$ cat src/rtl/uart_rx_pkg.sv
package uart_rx_pkg;

   typedef enum logic [0:0] {
      RX_HUNT = 1'b0,
      RX_BITS = 1'b1
   } rx_state_e;

   function automatic logic vote3(input logic [2:0] s);
      return (s[0] & s[1]) | (s[0] & s[2]) | (s[1] & s[2]);
   endfunction

   function automatic logic split3(input logic [2:0] s);
      return (|s) & ~(&s);
   endfunction

endpackage

$ cat src/rtl/uart_rx_sync.sv
module uart_rx_sync #(
   parameter int   STAGES    = 2,
   parameter logic RESET_VAL = 1'b1
) (
   input  logic clk,
   input  logic rst_n,
   input  logic d,
   output logic q
);
   generate
      if (STAGES < 2) begin : g_bad_stages
         $error("uart_rx_sync: STAGES must be at least 2");
      end
   endgenerate

   logic [STAGES-1:0] pipe;

   always_ff @(posedge clk or negedge rst_n) begin
      if (!rst_n) pipe <= {STAGES{RESET_VAL}};
      else        pipe <= {pipe[STAGES-2:0], d};
   end

   assign q = pipe[STAGES-1];
endmodule

$ cat src/rtl/uart_rx_edge_qual.sv
module uart_rx_edge_qual #(
   parameter int RUN = 3
) (
   input  logic clk,
   input  logic rst_n,
   input  logic tick,
   input  logic samp,
   output logic edge_ok
);
   generate
      if (RUN < 2) begin : g_bad_run
         $error("uart_rx_edge_qual: RUN must be at least 2");
      end
   endgenerate

   logic [RUN-1:0] hist;

   always_ff @(posedge clk or negedge rst_n) begin
      if (!rst_n)    hist <= '1;
      else if (tick) hist <= {hist[RUN-2:0], samp};
   end

   assign edge_ok = tick & ~samp & (&hist);
endmodule

$ cat src/rtl/uart_rx_window.sv
module uart_rx_window #(
   parameter int PW    = 5,
   parameter int FIRST = 8
) (
   input  logic          clk,
   input  logic          rst_n,
   input  logic          tick,
   input  logic          samp,
   input  logic [PW-1:0] ph,
   output logic [2:0]    trio
);
   logic [1:0] held;
   logic       in_win;

   assign in_win = (ph == PW'(FIRST)) || (ph == PW'(FIRST + 1));

   always_ff @(posedge clk or negedge rst_n) begin
      if (!rst_n)              held <= '0;
      else if (tick && in_win) held <= {held[0], samp};
   end

   assign trio = {held, samp};
endmodule

$ cat src/rtl/uart_rx_recover.sv
module uart_rx_recover
   import uart_rx_pkg::*;
#(
   parameter int DATA_BITS   = 8,
   parameter int OSR         = 16,
   parameter int SYNC_STAGES = 2
) (
   input  logic                 clk,
   input  logic                 rst_n,
   input  logic                 rt_en,
   input  logic                 rxd_in,
   output logic [DATA_BITS-1:0] rx_data,
   output logic                 rx_ready,
   output logic                 noise_flag,
   output logic                 frame_err
);
   localparam int PW       = $clog2(OSR + 1);
   localparam int IW       = $clog2(DATA_BITS + 2);
   localparam int MID      = OSR / 2;
   localparam int V1       = MID - 5;
   localparam int V2       = MID - 3;
   localparam int V3       = MID - 1;
   localparam int S1       = MID;
   localparam int S3       = MID + 2;
   localparam int STOP_IDX = DATA_BITS + 1;

   generate
      if (OSR < 14 || (OSR % 2) != 0) begin : g_bad_osr
         $error("uart_rx_recover: OSR must be even and at least 14");
      end
      if (DATA_BITS < 1) begin : g_bad_bits
         $error("uart_rx_recover: DATA_BITS must be at least 1");
      end
   endgenerate

   logic                 samp;
   logic                 edge_ok;
   logic [2:0]           trio;
   logic                 vote_bit;
   logic                 disagree;
   rx_state_e            state;
   logic [PW-1:0]        ph;
   logic [IW-1:0]        idx;
   logic [1:0]           ver_hi;
   logic [1:0]           ver_total;
   logic                 noise_acc;
   logic [DATA_BITS-1:0] shreg;
   logic [DATA_BITS-1:0] shreg_next;

   uart_rx_sync #(.STAGES(SYNC_STAGES), .RESET_VAL(1'b1)) u_sync (
      .clk(clk), .rst_n(rst_n), .d(rxd_in), .q(samp)
   );

   uart_rx_edge_qual #(.RUN(3)) u_edge (
      .clk(clk), .rst_n(rst_n), .tick(rt_en), .samp(samp), .edge_ok(edge_ok)
   );

   uart_rx_window #(.PW(PW), .FIRST(S1)) u_win (
      .clk(clk), .rst_n(rst_n), .tick(rt_en), .samp(samp), .ph(ph), .trio(trio)
   );

   assign vote_bit  = vote3(trio);
   assign disagree  = split3(trio);
   assign ver_total = ver_hi + {1'b0, samp};

   generate
      if (DATA_BITS == 1) begin : g_sh1
         assign shreg_next = vote_bit;
      end else begin : g_shn
         assign shreg_next = {vote_bit, shreg[DATA_BITS-1:1]};
      end
   endgenerate

   always_ff @(posedge clk or negedge rst_n) begin
      if (!rst_n) begin
         state      <= RX_HUNT;
         ph         <= '0;
         idx        <= '0;
         ver_hi     <= '0;
         noise_acc  <= 1'b0;
         shreg      <= '0;
         rx_data    <= '0;
         rx_ready   <= 1'b0;
         noise_flag <= 1'b0;
         frame_err  <= 1'b0;
      end else if (rt_en) begin
         rx_ready <= 1'b0;
         case (state)
            RX_HUNT: begin
               if (edge_ok) begin
                  state     <= RX_BITS;
                  ph        <= PW'(2);
                  idx       <= '0;
                  ver_hi    <= '0;
                  noise_acc <= 1'b0;
               end
            end
            RX_BITS: begin
               if (ph == PW'(OSR)) begin
                  ph  <= PW'(1);
                  idx <= idx + 1'b1;
               end else begin
                  ph <= ph + 1'b1;
               end
               if (idx == '0) begin
                  if (ph == PW'(V1) || ph == PW'(V2)) ver_hi <= ver_total;
                  if (ph == PW'(V3)) begin
                     if (ver_total >= 2'd2)      state     <= RX_HUNT;
                     else if (ver_total == 2'd1) noise_acc <= 1'b1;
                  end
               end else if (ph == PW'(S3)) begin
                  if (idx == IW'(STOP_IDX)) begin
                     rx_data    <= shreg;
                     frame_err  <= ~vote_bit;
                     noise_flag <= noise_acc | disagree;
                     rx_ready   <= 1'b1;
                     state      <= RX_HUNT;
                  end else begin
                     shreg <= shreg_next;
                     if (disagree) noise_acc <= 1'b1;
                  end
               end
            end
            default: state <= RX_HUNT;
         endcase
      end
   end
endmodule

$ cat config.mk
export PLATFORM = sky130hd
export DESIGN_NAME = uart_rx_recover
export DESIGN_NICKNAME = d
export VERILOG_FILES = /design/src/rtl/uart_rx_pkg.sv /design/src/rtl/uart_rx_sync.sv /design/src/rtl/uart_rx_edge_qual.sv /design/src/rtl/uart_rx_window.sv /design/src/rtl/uart_rx_recover.sv
export SDC_FILE = /design/constraint.sdc
export NUM_CORES = 1
export LEC_CHECK = 0
export BUFFER_PORTS_ARGS = -buffer_cell sky130_fd_sc_hd__clkbuf_2
export CAP_MARGIN = 20
export CORE_ASPECT_RATIO = 1.4
export CORE_MARGIN = 10
export CORE_UTILIZATION = 55
export DETAILED_ROUTE_END_ITERATION = 10
export HOLD_SLACK_MARGIN = 0.05
export PLACE_DENSITY_LB_ADDON = 0.15
export SYNTH_ARGS = -nofsm -noshare
export SYNTH_HDL_FRONTEND = slang
export SYNTH_SLANG_ARGS = --single-unit
$ cat constraint.sdc
create_clock -name clk -period 5.74 [get_ports clk]
set_input_delay 0.574 -clock clk [delete_from_list [all_inputs] [get_ports clk]]
set_output_delay 0.574 -clock clk [all_outputs]
set_load 0.005 [all_outputs]
==> flow_metrics.tcl, run 1 <==
set metrics [dict create \
    wl_per_cell_um 16.4 \
    initial_core_util 0.570 \
    final_cell_mix "dfrtp_1 (34), clkbuf_2 (14), nand2_1 (13)" \
    stdcell_count 219 \
    grt_max_degree 40 \
    r2r_end "rx_data[2]" \
    cts.reportedPaths.clkPinSlew_ns 0.07 \
    drtPass1Iterations 4 \
    dp_cells 211 \
    synth_nets 175 \
    viasPerCell 5.89 \
    cp-startpoint "ph[3]" \
    root_buffer "clkbuf_8" \
    fp-row-count 25 \
    synth_cells 163 \
    drive_above_1_share 0.274 \
    p_per_area_nw_per_um2 384 \
    fin_nets 190 \
    hpwlAfterDp_um 2560 \
    max-vdd-ir-drop_v 0.000241 \
    core_um2 3380 \
    tightest_slew_ns 0.970 \
    syn_avg_cell_area_um2 11.8 \
    multi_input_area_um2 871 \
    synth.distinct_cells 41 \
    grt_pass1_wl_um 6390 \
    cp_max_fo 9 \
    p_leak_nw 1.04 \
    wirelength_um 3590 \
    crit_end "rx_data[2]" \
    relSlewSlack 0.353 \
    n_antenna_cell 0 \
    hold_buffers 0 \
    antenna_found_initial 0 \
    tns_ns 0 \
    ys.flop_type "dfrtp_1" \
    fmax_mhz 468 \
    cts_tree "done" \
    timing.hold.ws_ns 0.357 \
    hold_path_class "reg2reg" \
    rsz0062_at_grt "false" \
    postCtsSetupBuffers 0 \
    mostFrequentLayoutCell "dfrtp_1" \
    drv_cap 0 \
    crit_type "reg2reg" \
    port_buffers 14 \
    stdcell_area_um2 2120 \
    postSynth.asyncResetShare 1.00 \
    status "finished, final reports clean" \
    synth_edf_count 0 \
    worstReg2RegStart "ph[3]" \
    syn_area_um2 1930 \
    ios 15 \
    layout.area.seq_um2 982 \
    fin_crit_sh 0.372 \
    drcViolationCount 0 \
    grt.total_usage 0.122 \
    clock_latency_ns 0.29 \
    antenna_left 0 \
    reg2reg_slack_ns 3.60 \
    r2r_cells 4 \
    grt_pass1_vias 1372 \
    finalCriticalPeriod_ns 2.14 \
    final_hold_viol_count 0 \
    die_area_um2 6300 \
    grt-ovfl-total 0 \
    yosysWarnings 0 \
    drv_slew 0 \
    drtIter0Drc 69 \
    synth-seq-cells 39 \
    dieWidth_um 70.0 \
    num_vias 1289 \
    h-tree-depth 2 \
    cts.sinks 39 \
    post_dp_cell_area_um2 2010 \
    die_y_um 90.0 \
    crit_required_ns 5.91 \
    cp-start-kind "flip-flop" \
    arrival_ns 2.31 \
    area_delta_synth_final_pct 10.1 \
    fillCellCount 276 \
    cts-resized-gates 0 \
    skew_ns 0.00426 \
    setup_viol 0 \
    cts_max_path_buffers 2 \
    gp_congestion 0.797 \
    cts_buffers 5 \
    endpoint_kind "flip-flop" \
    yosysSeqAreaShare 0.510 \
]
-- cells by family (layout without fill, tap and decap cells) --
logic type               count (synthesis)  count (layout)  share of synthesized area
AO/OA/AOI/OAI                           31              31                      0.103
XOR/XNOR                                 1               1                    0.00455
adder cells (fa/ha/maj)                  9               9                     0.0572
buffers and inverters                   15              31                     0.0377
flip-flops                              39              39                      0.510
multiplexers                            24              24                      0.155
AND/OR/NAND/NOR                         44              44                      0.133
-- through the flow --
| stage | setup WS [ns] | util | power [W] |
|---|---|---|---|
| 2_1_floorplan | 3.81 | - | 0.000546 |
| 3_3_place_gp | 3.54 | 0.596 | 0.000585 |
| 3_5_place_dp | 3.46 | 0.596 | 0.000596 |
| 4_1_cts | 3.60 | 0.628 | 0.000820 |
| 5_1_grt | 3.50 | 0.628 | 0.000873 |
| 6_report | 3.60 | 0.628 | 0.000814 |
-- worst min path at each step --
stage	end	slack (ns)	start	cells after the start
CTS	u_sync.pipe[0]	0.35	rxd_in	1
global placement	u_sync.pipe[1]	0.35	u_sync.pipe[0]	0
global route	u_sync.pipe[0]	0.35	rxd_in	1
floorplan	frame_err	0.28	rst_n	0
detailed placement	u_sync.pipe[1]	0.35	u_sync.pipe[0]	0
finish	u_sync.pipe[1]	0.36	u_sync.pipe[0]	0
-- area by class of cell --
class                           instances  area share
Clock buffer                            7      0.0360
Clock inverter                          1      0.0142
Timing Repair Buffer                   16      0.0401
Inverter                                7      0.0124
Tap cell                               40      0.0236
Multi-Input combinational cell        109       0.411
Sequential cell                        39       0.463
-- registers in the layout, summed over array words and instances (netlist names), 2 cells and up --
signal and count:
ph 5, shreg 8, u_win.held 2, u_sync.pipe 2, u_edge.hist 3, ver_hi 2, rx_data 8, idx 4
-- synthesized netlist by cell type (2+ instances only) --
cell | instances | area, um2
o31ai_1 | 2 | 15.0
dfstp_2 | 5 | 131
mux2_4 | 8 | 120
dfrtp_1 | 34 | 851
or4_1 | 2 | 15.0
mux2i_1 | 2 | 20.0
mux2_1 | 5 | 56.3
ha_1 | 8 | 100
nor3_1 | 2 | 10.0
nand2b_1 | 3 | 18.8
or3_1 | 2 | 12.5
nor2_1 | 5 | 18.8
nand4_1 | 2 | 12.5
inv_1 | 7 | 26.3
mux2_2 | 9 | 101
a22o_1 | 5 | 43.8
nand3_1 | 6 | 30.0
o211ai_1 | 2 | 15.0
buf_4 | 2 | 15.0
clkbuf_1 | 4 | 15.0
a21oi_1 | 8 | 40.0
o21ai_0 | 9 | 45.0
nand2_1 | 13 | 48.8
-- metal layers --
metal / vias up / GRT usage / wire length (um)
met3: 8 / 0.0363 / 143
met4: 0 / 0.0627 / 74
li1: 614 / - / -
met1: 649 / 0.128 / 1490
met5: - / 0 / 0
met2: 18 / 0.211 / 1880
-- where the power goes --
part	leakage, nW	internal [W]	switching [W]	total [W]
logic	0.490	0.000102	0.000107	0.000209
registers	0.501	0.000318	0.0000651	0.000383
clock network	0.0524	0.000130	0.0000920	0.000222
-- critical path, cell delays in order, from the launching register on --
cell     delay (ns)
dfrtp_1        0.48
or3b_4         0.44
nor4_2         0.48
buf_4          0.27
mux2_1         0.34
Power figures use the tool's default switching activity.
==> run 2, diff against run 1 <==
==> constraint.sdc (replaced) <==
create_clock -name clk -period 2.2 [get_ports clk]
set_input_delay 0.22 -clock clk [delete_from_list [all_inputs] [get_ports clk]]
set_output_delay 0.22 -clock clk [all_outputs]
set_load 0.005 [all_outputs]
==> run 2 against run 1 <==
Net effect:
- sequential cell count did not move
- cell area rose by 1.1%
- clock skew rose by 0.00059 ns
- fmax rose by 4.1%
- critical endpoint is now ver_hi[1]
- critical path type unchanged
- worst setup slack got worse by 3.5 ns
==> flow_metrics.tcl, run 2 (synthesized netlist as in run 1, its figures left out) <==
set metrics [dict create \
    status "finished, final reports clean" \
    dieWidth_um 70.0 \
    cp-start-kind "flip-flop" \
    reg2reg_slack_ns 0.15 \
    cp_slowest_cell "or4b_4" \
    cts.reportedPaths.clkPinSlew_ns 0.07 \
    clock_latency_ns 0.29 \
    grt.total_usage 0.125 \
    antenna_left 0 \
    crit_chain "inv_1, ha_1, or4b_4, or2_1, or4_1, nand3_1" \
    drive_above_1_share 0.292 \
    hold_path_class "in2async" \
    setup_viol 0 \
    fp-row-count 25 \
    wirelength_um 3720 \
    crit_required_ns 2.42 \
    top_regs "rx_data (8), shreg (8), ph (5)" \
    grt_max_degree 40 \
    root_buffer "clkbuf_8" \
    drcViolationCount 0 \
    tightest_slew_ns 0.956 \
    cts_max_path_buffers 2 \
    drtPass1Iterations 4 \
    port_buffers 14 \
    finalPower_w 0.00206 \
    crit_type "reg2reg" \
    fin_crit_sh 0.933 \
    h-tree-depth 2 \
    die_area_um2 6300 \
    cts_tree "done" \
    grt_pass1_wl_um 6560 \
    die_y_um 90.0 \
    drv_slew 0 \
    skew_ns 0.00485 \
    grt-ovfl-total 0 \
    wl_per_cell_um 16.5 \
    mostFrequentLayoutCell "dfrtp_1" \
    arrival_ns 2.28 \
    area_delta_synth_final_pct 11.3 \
    fin_nets 196 \
    viasPerCell 5.84 \
    relSlewSlack 0.363 \
    drv_cap 0 \
    final_hold_viol_count 0 \
    critical_path.max_stage_delay_ns 0.48 \
    max-vdd-ir-drop_v 0.000641 \
    drtIter0Drc 68 \
    grt_pass1_vias 1394 \
    num_vias 1315 \
    cts_buffers 5 \
    fmax_mhz 487 \
    final_cell_mix "dfrtp_1 (34), clkbuf_2 (14), nand2_1 (13)" \
    core_um2 3380 \
    p_per_area_nw_per_um2 959 \
    initial_core_util 0.570 \
    hpwlAfterDp_um 2630 \
    rsz0062_at_grt "false" \
    tns_ns 0 \
    endpoint_kind "flip-flop" \
    cts.sinks 39 \
    postCtsSetupBuffers 0 \
    cp_max_fo 7 \
    antenna_found_initial 0 \
    ios 15 \
    gp_congestion 0.758 \
    p_leak_nw 1.06 \
    n_antenna_cell 0 \
    finalCriticalPeriod_ns 2.05 \
]
run 2: metal layers:
layer	up-vias	global-route usage	wire length, um
li1	627	-	-
met1	651	0.135	1550
met2	28	0.220	1950
met3	9	0.0396	152
met4	0	0.0479	65
met5	-	0	0
run 2: metrics by stage:
| stage | worst slack, ns | utilization | cell area (um2) | std cells | hold WS [ns] |
|---|---|---|---|---|---|
| CTS | 0.130 | 0.634 | 2140 | 225 | 0.104 |
| detailed placement | 0.146 | 0.607 | 2050 | 216 | 0.309 |
| global placement | 0.226 | 0.607 | 2050 | 216 | 0.309 |
| floorplan | 0.275 | - | 1930 | 163 | -0.0756 |
| global route | 0.0416 | 0.634 | 2140 | 225 | 0.136 |
| finish | 0.148 | 0.634 | 2140 | 225 | 0.0690 |
run 2: critical path, delay by kind of cell (launching register included):
kind / cells / cell delay (ns)
AND/OR/NAND/NOR: 4 / 1.30
flip-flops: 1 / 0.45
buffers and inverters: 1 / 0.09
adder cells (fa/ha/maj): 1 / 0.16
run 2: cell type report:
| cell class | instances | area (um2) |
|---|---|---|
| Fill cell | 280 | 1230 |
| Clock inverter | 1 | 5.00 |
| Inverter | 7 | 26.3 |
| Multi-Input combinational cell | 109 | 871 |
| Tap cell | 40 | 50.0 |
| Timing Repair Buffer | 22 | 133 |
| Sequential cell | 39 | 982 |
| Clock buffer | 7 | 76.3 |
run 2: final timing paths:
check,endpoint,cells past startpoint,startpoint
setup / recovery,ver_hi[1],6,idx[0]
hold reg to reg,u_sync.pipe[1],0,u_sync.pipe[0]
setup reg to reg,ver_hi[1],6,idx[0]
max in group asynchronous,u_win.held[1],1,rst_n
hold / removal,idx[1],1,rst_n
min in group clk,u_sync.pipe[1],0,u_sync.pipe[0]
run 2: repair_timing:
| action | CTS | global route |
|---|---|---|
| gates resized for setup | 0 | 0 |
| hold endpoints to repair | 1 | 0 |
| hold buffers | 1 | 0 |
run 2: power by group:
part           internal [W]  switching [W]
Sequential         0.000831       0.000106
Clock              0.000222       0.000232
Combinational      0.000301       0.000363
==> run 3, diff against run 2 <==
--- a/config.mk
+++ b/config.mk
@@ -13,6 +13,7 @@
 export DETAILED_ROUTE_END_ITERATION = 10
 export HOLD_SLACK_MARGIN = 0.05
 export PLACE_DENSITY_LB_ADDON = 0.15
+export SKIP_LAST_GASP = 1
 export SYNTH_ARGS = -nofsm -noshare
 export SYNTH_HDL_FRONTEND = slang
 export SYNTH_SLANG_ARGS = --single-unit
==> constraint.sdc (replaced) <==
create_clock -name clk -period 2.14 [get_ports clk]
set_input_delay 0.214 -clock clk [delete_from_list [all_inputs] [get_ports clk]]
set_output_delay 0.214 -clock clk [all_outputs]
set_load 0.005 [all_outputs]
==> run 3 against run 2 <==
Net effect:
- global-route usage shrank 0.29 points
- non-clock buffer count up 4
- via count increased by 0.84%
- first-iteration DRC count is 100% higher
- sequential cell count unchanged
- cell count is 1.8% higher
- highest routed layer unchanged
- clock power grew 37%
- fmax increased by 0.96%
- critical endpoint unchanged
==> flow_metrics.tcl, run 3 (synthesized netlist as in run 1, its figures left out) <==
set metrics [dict create \
    status "finished, final reports clean" \
    grt_pass1_wl_um 6430 \
    finalCriticalPeriod_ns 2.03 \
    setup_viol 0 \
    cp_max_fo 4 \
    worstReg2RegStart "idx[1]" \
    wl_per_cell_um 15.9 \
    fin_nets 200 \
    cts_max_path_buffers 2 \
    clock_latency_ns 0.29 \
    cts.sinks 39 \
    root_buffer "clkbuf_8" \
    cp-startpoint "idx[1]" \
    drcViolationCount 0 \
    area_delta_synth_final_pct 14.8 \
    cts_buffers 5 \
    hpwlAfterDp_um 2620 \
    top_regs "rx_data (8), shreg (8), ph (5)" \
    die_y_um 90.0 \
    crit_required_ns 2.37 \
    viasPerCell 5.79 \
    fp-row-count 25 \
    fillCellCount 249 \
    finalPower_w 0.00228 \
    dieWidth_um 70.0 \
    p_leak_nw 1.10 \
    core_um2 3380 \
    grt_use_met3 0.0374 \
    utilization 0.654 \
    cts.reportedPaths.clkPinSlew_ns 0.07 \
    cts_tree "done" \
    gr-usage-met1 0.134 \
    grt-ovfl-total 0 \
    die_area_um2 6300 \
    crit_type "reg2reg" \
    final_hold_viol_count 0 \
    r2r_end "ver_hi[1]" \
    drtIter0Drc 136 \
    drv_cap 0 \
    gp_congestion 0.830 \
    relSlewSlack 0.376 \
    wirelength_um 3650 \
    fmax_mhz 492 \
    tightest_slew_ns 0.936 \
    hold_path_class "in2async" \
    drv_slew 0 \
    initial_core_util 0.570 \
    skew_ns 0.00423 \
    antenna_left 0 \
    n_antenna_cell 0 \
    cp-start-kind "flip-flop" \
    drtPass1Iterations 4 \
    p_per_area_nw_per_um2 1030 \
    fin_crit_sh 0.950 \
    mostFrequentLayoutCell "dfrtp_1" \
    reg2reg_slack_ns 0.11 \
    ios 15 \
    arrival_ns 2.26 \
    drive_above_1_share 0.323 \
    antenna_found_initial 0 \
    final_cell_mix "dfrtp_1 (33), clkbuf_2 (14), nand2_1 (13)" \
    port_buffers 14 \
    use_met2 0.208 \
    crit_end "ver_hi[1]" \
    grt-busiest-layer "met2" \
    endpoint_kind "flip-flop" \
    num_vias 1326 \
    grt_max_degree 40 \
    max-vdd-ir-drop_v 0.000729 \
    grt_pass1_vias 1391 \
    r2r_cells 6 \
    grt.total_usage 0.122 \
    h-tree-depth 2 \
]
## run 3: cell types whose count changed in the layout (fill, tap and decap cells not counted)
cell	before	now
clkbuf_8	5	6
bufinv_16	0	1
buf_4	7	11
clkbuf_1	2	0
dfrtp_2	0	1
dfrtp_1	34	33
## run 3: critical path, stage by stage (launching register included)
cell     delay (ns)
dfrtp_1        0.42
inv_1          0.11
ha_1           0.17
or4b_4         0.47
or2_1          0.26
or4_1          0.48
nand3_1        0.08
## run 3: per-stage QoR
step / area [um2] / instances / hold WS [ns] / setup TNS [ns] / worst slack, ns
floorplan: 1930 / 163 / -0.0816 / 0 / 0.215
global placement: 2070 / 218 / 0.304 / 0 / 0.197
detailed placement: 2070 / 218 / 0.304 / 0 / 0.108
CTS: 2190 / 227 / 0.0874 / 0 / 0.103
global route: 2210 / 229 / 0.121 / -0.00183 / -0.00183
finish: 2210 / 229 / 0.0514 / 0 / 0.108
## run 3: repair_timing
item,in CTS,in global routing
endpoints found under the setup margin,0,1
resized for setup,0,1
hold endpoints to repair,1,0
hold buffers,1,0
setup buffers,0,2
## run 3: per-layer routing
| layer | vias up | part of all wire |
|---|---|---|
| li1 | 632 | - |
| met2 | 22 | 0.52 |
| met1 | 663 | 0.41 |
| met5 | - | 0 |
| met3 | 9 | 0.042 |
| met4 | 0 | 0.020 |
## run 3: how the worst min path moves through the flow
stage | cells after the start | start | to | slack [ns]
after global placement | 1 | rxd_in | u_sync.pipe[0] | 0.30
after detailed placement | 1 | rxd_in | u_sync.pipe[0] | 0.30
after floorplan | 0 | rst_n | frame_err | -0.08
after global routing | 1 | rst_n | rx_data[0] | 0.12
after CTS | 1 | rst_n | ph[1] | 0.09
final | 1 | rst_n | rx_data[0] | 0.05
## run 3: where the power goes
part           switching, W  leakage (nW)  total, W  internal, W
clock              0.000248        0.0612  0.000624     0.000377
sequential         0.000102         0.500  0.000958     0.000856
combinational      0.000375         0.538  0.000695     0.000319
## run 3: area by class of cell
type | instances | area, um2 | share of cell area
Clock buffer | 6 | 82.6 | 0.0374
Clock inverter | 2 | 35.0 | 0.0158
Inverter | 7 | 26.3 | 0.0119
Multi-Input combinational cell | 109 | 871 | 0.394
Sequential cell | 39 | 983 | 0.445
Tap cell | 40 | 50.0 | 0.0226
Timing Repair Buffer | 26 | 163 | 0.0736
